File: src/rtl/xfer_done_pkg.sv
package xfer_done_pkg;
  localparam int CODE_W     = 6;
  localparam int REG_W      = 32;
  localparam int ADDR_W     = 3;
  localparam int NUM_CODES  = 1 << CODE_W;
  localparam int NUM_HALVES = NUM_CODES / REG_W;

  // strobes from control to datapath
  typedef struct packed {
    logic              setA;
    logic [CODE_W-1:0] codeA;
    logic              setB;
    logic [CODE_W-1:0] codeB;
    logic              pendClr;
    logic              enSet;
    logic              enClr;
    logic              half;
    logic [REG_W-1:0]  wdata;
  } ctrlStrobes_t;
endpackage

File: src/rtl/xfer_done_fifo.sv
module xfer_done_fifo #(
  parameter int DATA_W = 7,
  parameter int DEPTH  = 4,
  localparam int CNT_W = $clog2(DEPTH + 1)
) (
  input  logic              clk,
  input  logic              rst,
  input  logic              push,
  input  logic              pop,
  input  logic [DATA_W-1:0] pushData,
  output logic [DATA_W-1:0] headData,
  output logic [CNT_W-1:0]  count,
  output logic              empty
);
  localparam int PTR_W = $clog2(DEPTH);

  logic [DATA_W-1:0] mem [DEPTH];
  logic [PTR_W-1:0]  rdPtr, wrPtr;
  logic              full, doPush, doPop;

  function automatic logic [PTR_W-1:0] nextPtr(input logic [PTR_W-1:0] p);
    return (p == PTR_W'(DEPTH - 1)) ? '0 : p + 1'b1;
  endfunction

  assign empty    = (count == '0);
  assign full     = (count == CNT_W'(DEPTH));
  assign doPop    = pop & ~empty;
  assign doPush   = push & (~full | doPop);
  assign headData = mem[rdPtr];

  always_ff @(posedge clk) begin
    if (rst) begin
      rdPtr <= '0;
      wrPtr <= '0;
      count <= '0;
    end else begin
      if (doPush) wrPtr <= nextPtr(wrPtr);
      if (doPop)  rdPtr <= nextPtr(rdPtr);
      count <= count + CNT_W'(doPush) - CNT_W'(doPop);
    end
  end

  always_ff @(posedge clk) begin
    if (doPush) mem[wrPtr] <= pushData;
  end
endmodule

File: src/rtl/xfer_done_ctrl.sv
module xfer_done_ctrl
  import xfer_done_pkg::*;
#(
  parameter int DEPTH = 4,
  localparam int CNT_W = $clog2(DEPTH + 1)
) (
  input  logic              clk,
  input  logic              rst,
  input  logic              issueValid,
  input  logic [CODE_W-1:0] issueCode,
  input  logic              issueIntEn,
  input  logic              issueEarly,
  input  logic              ackValid,
  input  logic              regWrEn,
  input  logic [ADDR_W-1:0] regAddr,
  input  logic [REG_W-1:0]  regWrData,
  output ctrlStrobes_t      strb,
  output logic [CNT_W-1:0]  qCount
);
  localparam int QW = CODE_W + 1;

  logic [QW-1:0] headEntry;
  logic          qEmpty;

  xfer_done_fifo #(.DATA_W(QW), .DEPTH(DEPTH)) u_fifo (
    .clk      (clk),
    .rst      (rst),
    .push     (issueValid & ~issueEarly),
    .pop      (ackValid),
    .pushData ({issueIntEn, issueCode}),
    .headData (headEntry),
    .count    (qCount),
    .empty    (qEmpty)
  );

  always_comb begin
    strb         = '0;
    // early completion posts straight from the issue report
    strb.setA    = issueValid & issueEarly & issueIntEn;
    strb.codeA   = issueCode;
    // normal completion posts the oldest queued code on acknowledgment
    strb.setB    = ackValid & ~qEmpty & headEntry[QW-1];
    strb.codeB   = headEntry[CODE_W-1:0];
    strb.pendClr = regWrEn & (regAddr[2:1] == 2'b01);
    strb.enSet   = regWrEn & (regAddr[2:1] == 2'b10);
    strb.enClr   = regWrEn & (regAddr[2:1] == 2'b11);
    strb.half    = regAddr[0];
    strb.wdata   = regWrData;
  end
endmodule

File: src/rtl/xfer_done_dp.sv
module xfer_done_dp
  import xfer_done_pkg::*;
(
  input  logic                 clk,
  input  logic                 rst,
  input  ctrlStrobes_t         strb,
  input  logic [ADDR_W-1:0]    regAddr,
  output logic [NUM_CODES-1:0] pendAll,
  output logic [NUM_CODES-1:0] enAll,
  output logic [REG_W-1:0]     regRdData,
  output logic                 irq
);
  logic [NUM_CODES-1:0] setMask, pendClrMask, enSetMask, enClrMask;
  logic [REG_W-1:0]     pendHalves [NUM_HALVES];
  logic [REG_W-1:0]     enHalves   [NUM_HALVES];

  always_comb begin
    setMask = '0;
    if (strb.setA) setMask[strb.codeA] = 1'b1;
    if (strb.setB) setMask[strb.codeB] = 1'b1;
  end

  for (genvar h = 0; h < NUM_HALVES; h++) begin : g_half
    logic hit;
    assign hit = (strb.half == 1'(h));
    assign pendClrMask[h*REG_W +: REG_W] = (strb.pendClr && hit) ? strb.wdata : '0;
    assign enSetMask[h*REG_W +: REG_W]   = (strb.enSet   && hit) ? strb.wdata : '0;
    assign enClrMask[h*REG_W +: REG_W]   = (strb.enClr   && hit) ? strb.wdata : '0;
    assign pendHalves[h] = pendAll[h*REG_W +: REG_W];
    assign enHalves[h]   = enAll[h*REG_W +: REG_W];
  end

  assign regRdData = regAddr[2] ? enHalves[regAddr[0]] : pendHalves[regAddr[0]];

  always_ff @(posedge clk) begin
    if (rst) begin
      pendAll <= '0;
      enAll   <= '0;
      irq     <= 1'b0;
    end else begin
      pendAll <= (pendAll & ~pendClrMask) | setMask;
      enAll   <= (enAll | enSetMask) & ~enClrMask;
      irq     <= |(pendAll & enAll);
    end
  end
endmodule

File: src/rtl/xfer_done_irq.sv
module xfer_done_irq
  import xfer_done_pkg::*;
#(
  parameter int DEPTH = 4
) (
  input  logic              clk,
  input  logic              rst,
  input  logic              issueValid,
  input  logic [CODE_W-1:0] issueCode,
  input  logic              issueIntEn,
  input  logic              issueEarly,
  input  logic              ackValid,
  input  logic              regWrEn,
  input  logic [ADDR_W-1:0] regAddr,
  input  logic [REG_W-1:0]  regWrData,
  output logic [REG_W-1:0]  regRdData,
  output logic              irq
);
  localparam int CNT_W = $clog2(DEPTH + 1);

  ctrlStrobes_t         strb;
  logic [CNT_W-1:0]     qCount;
  logic [NUM_CODES-1:0] pendAll, enAll;

  xfer_done_ctrl #(.DEPTH(DEPTH)) u_ctrl (
    .clk        (clk),
    .rst        (rst),
    .issueValid (issueValid),
    .issueCode  (issueCode),
    .issueIntEn (issueIntEn),
    .issueEarly (issueEarly),
    .ackValid   (ackValid),
    .regWrEn    (regWrEn),
    .regAddr    (regAddr),
    .regWrData  (regWrData),
    .strb       (strb),
    .qCount     (qCount)
  );

  xfer_done_dp u_dp (
    .clk       (clk),
    .rst       (rst),
    .strb      (strb),
    .regAddr   (regAddr),
    .pendAll   (pendAll),
    .enAll     (enAll),
    .regRdData (regRdData),
    .irq       (irq)
  );
endmodule

File: config.mk
export PLATFORM = sky130hd
export DESIGN_NAME = xfer_done_irq
export DESIGN_NICKNAME = d
export VERILOG_FILES = /design/src/rtl/xfer_done_pkg.sv /design/src/rtl/xfer_done_fifo.sv /design/src/rtl/xfer_done_ctrl.sv /design/src/rtl/xfer_done_dp.sv /design/src/rtl/xfer_done_irq.sv
export SDC_FILE = /design/constraint.sdc
export NUM_CORES = 1
export LEC_CHECK = 0
export BUFFER_PORTS_ARGS = -buffer_cell sky130_fd_sc_hd__buf_2
export CAP_MARGIN = 10
export CELL_PAD_IN_SITES_DETAIL_PLACEMENT = 0
export CELL_PAD_IN_SITES_GLOBAL_PLACEMENT = 1
export CORE_MARGIN = 1.5
export CORE_UTILIZATION = 42
export DETAILED_ROUTE_END_ITERATION = 8
export GPL_TIMING_DRIVEN = 0
export PLACE_DENSITY_LB_ADDON = 0.1
export RECOVER_POWER = 50
export SYNTH_ARGS = -nofsm -noshare
export SYNTH_HDL_FRONTEND = slang
export SYNTH_SLANG_ARGS = --single-unit
File: constraint.sdc
create_clock -name clk -period 2 [get_ports clk]
set_input_delay 0.1 -clock clk [delete_from_list [all_inputs] [get_ports clk]]
set_output_delay 0.1 -clock clk [all_outputs]
set_load 0.02 [all_outputs]
==> results.sh <==
export IMPL_status="finished, violations left"
export IMPL_violations="setup timing"
export IMPL_clock_path_buffers=2
export IMPL_grtUsageMet2_pct=51.0
export IMPL_port_buffers=78
export IMPL_crit_fanout=10
export IMPL_grt_pass1_wl_mm=47.9
export IMPL_final_cell_mix="dfxtp_1, a21oi_1, buf_2"
export IMPL_slowest_delay_ns=1.22
export IMPL_nNetsFinal=968
export IMPL_grt_max_degree=17
export IMPL_path_class="in2reg"
export IMPL_die_area_um2=19300
export IMPL_finalCriticalPeriod_ns=2.04
export IMPL_grtUsageTotal_pct=33.8
export IMPL_cts_tree="built"
export IMPL_crit_chain="buf_2 -> nand3_1 -> nor3_1 -> a22oi_1 -> o22ai_2"
export IMPL_r2r_end="u_ctrl.u_fifo.count[1]"
export IMPL_power_total_mw=8.98
export IMPL_yosys_most_used_dff="dfxtp_1"
export IMPL_synth_edf_count=28
export IMPL_setup_violations=8
export IMPL_tns_ns=-0.133
export IMPL_die_x_um=139
export IMPL_min_from="issueCode[2]"
export IMPL_drc=0
export IMPL_drv_slew=0
export IMPL_r2r_start="u_ctrl.u_fifo.count[0]"
export IMPL_whs_ns=0.152
export IMPL_synth_nets=806
export IMPL_r2r_slack_ns=-0.04
export IMPL_drv_cap=0
export IMPL_clock_latency_ns=0.43
export IMPL_async_flop_share_pct=0
export IMPL_drt_total_wl_mm=32.4
export IMPL_worstHoldEndpoint="u_ctrl.u_fifo.mem[0][2]"
export IMPL_critPathLaunch="issueEarly"
export IMPL_fin_area_um2=9870
export IMPL_antenna_found_initial=2
export IMPL_grt_ovfl_total=0
export IMPL_grt_busiest_layer="met2"
export IMPL_max_freq_mhz=490
export IMPL_rows=49
export IMPL_worst_slew_pin_transition_ns=1.25
export IMPL_path_clk_slew_ns=0.07
export IMPL_hp_class="in2reg"
export IMPL_synth_distinct_cells=42
export IMPL_clockRootBuffer="clkbuf_16"
export IMPL_dpl_cell_area_um2=8450
export IMPL_vias=7663
export IMPL_final_util_pct=54.7
export IMPL_area_growth_pct=27.4
export IMPL_rsz0062_at_grt="yes"
export IMPL_cp_start_kind="primary input"
export IMPL_p_per_area_nw_per_um2=910
export IMPL_syn_area_um2=7740
export IMPL_wl_per_cell_um=28.1
export IMPL_crit_buf_inv=1
export IMPL_cp_top_family="simple AND/OR/NAND/NOR gates"
export IMPL_postRouteAntennaNets=0
export IMPL_first_pass_iters=7
export IMPL_htree_levels=4
export IMPL_hold_viol=0
export IMPL_ir_worst_vdd_v=0.000581
export IMPL_dieHeight_um=139
export IMPL_gp_congestion=0.964
export IMPL_ios=81
export IMPL_power_leakage_nw=3.35
export IMPL_fin_skew_ns=0.00894
export IMPL_cp_arrival_ns=2.39
export IMPL_min_period_over_period_pct=102
export IMPL_grt_pass1_vias=7359
export IMPL_vias_per_cell=6.64
export IMPL_numCtsBuffers=17
export IMPL_layout_drive_gt1_share_pct=24.4
export IMPL_synth_seq_cells=166
export IMPL_start_util_pct=43.0
export IMPL_cp_required_ns=2.35
export IMPL_ff2ff_path_depth=9
export IMPL_min_path_cells=1
export IMPL_yosys_warnings=0
export IMPL_hpwlAfterDp_mm=23.3
export IMPL_synth_seq_area_share_pct=46.5
export IMPL_mostFrequentLayoutCell="dfxtp_1"
export IMPL_netlist_instances=750
export IMPL_fin_ws_ns=-0.0420
export IMPL_max_slew_margin_rel_pct=15.9
export IMPL_grtUsageMet3_pct=10.3
export IMPL_diodes=0
export IMPL_worstSetupEndpointType="flip-flop"
export IMPL_syn_area_per_cell_um2=10.3
export IMPL_design_core_area_um2=18000
export IMPL_drt_initial_drc_count=1211
export IMPL_clock_sinks=166
export IMPL_critical_path_slowest_cell="nor3_1"
export IMPL_grtUsageMet1_pct=45.7
[timing repair]
action | 4_1_cts | 5_1_grt
setup buffers | 13 | 15
endpoints found under the setup margin | 71 | 53
pin swaps | 8 | 15
hold buffers | 38 | 0
gates resized for setup | 28 | 27
endpoints found under the hold margin | 88 | 0
[cell usage after synthesis, types with 4 or more instances]
| cell | instances | share of area (%) |
|---|---|---|
| clkbuf_1 | 41 | 2.0 |
| nor3b_1 | 9 | 0.87 |
| nand2b_1 | 4 | 0.32 |
| nand3_1 | 13 | 0.84 |
| buf_1 | 4 | 0.19 |
| nand4_1 | 8 | 0.65 |
| nor2_1 | 30 | 1.5 |
| inv_1 | 9 | 0.44 |
| a22oi_1 | 69 | 6.7 |
| edfxtp_1 | 28 | 11 |
| a21oi_1 | 81 | 5.2 |
| a22o_1 | 9 | 1.0 |
| buf_2 | 5 | 0.32 |
| o22ai_1 | 39 | 3.2 |
| a211oi_1 | 64 | 6.2 |
| nor3_1 | 9 | 0.58 |
| nor2b_1 | 9 | 0.73 |
| nand2_1 | 85 | 4.1 |
| mux4_2 | 36 | 10 |
| a221oi_1 | 9 | 1.0 |
| dfxtp_1 | 138 | 36 |
| a222oi_1 | 9 | 1.2 |
| and2_1 | 6 | 0.48 |
| ha_1 | 7 | 1.1 |
[area by class of cell]
cell class,instances,area (µm²)
fillers,1666,8160
multi-input cells,522,4060
flip-flops and latches,166,3610
repair buffers,146,988
clock buffers,24,533
well taps,229,287
plain buffers,50,220
clock inverters,8,131
inverters,9,33.8
[registers in the layout, summed over array words and instances (netlist names), named ones only]
name / cells
u_dp.pendAll: 64
u_ctrl.u_fifo.wrPtr: 2
u_dp.irq: 1
u_dp.enAll: 64
u_ctrl.u_fifo.rdPtr: 2
u_ctrl.u_fifo.mem: 28
u_ctrl.u_fifo.count: 3
[stage by stage]
stage	cells	setup WS, ns
2_1_floorplan	750	0.0101
3_3_place_gp	1057	-0.431
3_5_place_dp	1059	-0.479
4_1_cts	1139	-0.0435
5_1_grt	1154	-0.142
6_report	1154	-0.0420
[metal layers]
layer	vias to the layer above	wire [µm]
met4	2	1240
met1	3751	13300
met5	-	13
met2	538	14300
met3	92	3600
li1	3280	-
[cell families (layout without fill, tap and decap cells)]
kind of cell | Yosys count | count (layout) | share of synthesized area, %
fa+ha+maj | 8 | 8 | 1.39
xor+xnor | 2 | 2 | 0.226
compound gates | 282 | 282 | 24.7
mux | 42 | 42 | 11.9
simple gates | 188 | 188 | 11.9
flops | 166 | 166 | 46.5
buf+inv | 62 | 237 | 3.38
[power breakdown]
part           switching, mW  internal (mW)
clock network           1.42           2.25
registers              0.118           3.52
logic                  0.959          0.705
[worst max-delay path by stage]
stage	endpoint	slack, ns	cells past startpoint
3_3_place_gp	u_dp.pendAll[34]	-0.43	5
4_1_cts	u_dp.pendAll[21]	-0.04	6
5_1_grt	u_dp.pendAll[57]	-0.14	7
2_1_floorplan	u_ctrl.u_fifo.count[2]	0.01	10
3_5_place_dp	u_dp.pendAll[33]	-0.48	5
6_report	u_dp.pendAll[24]	-0.04	5
No activity file was read; power rests on OpenSTA's default activity.
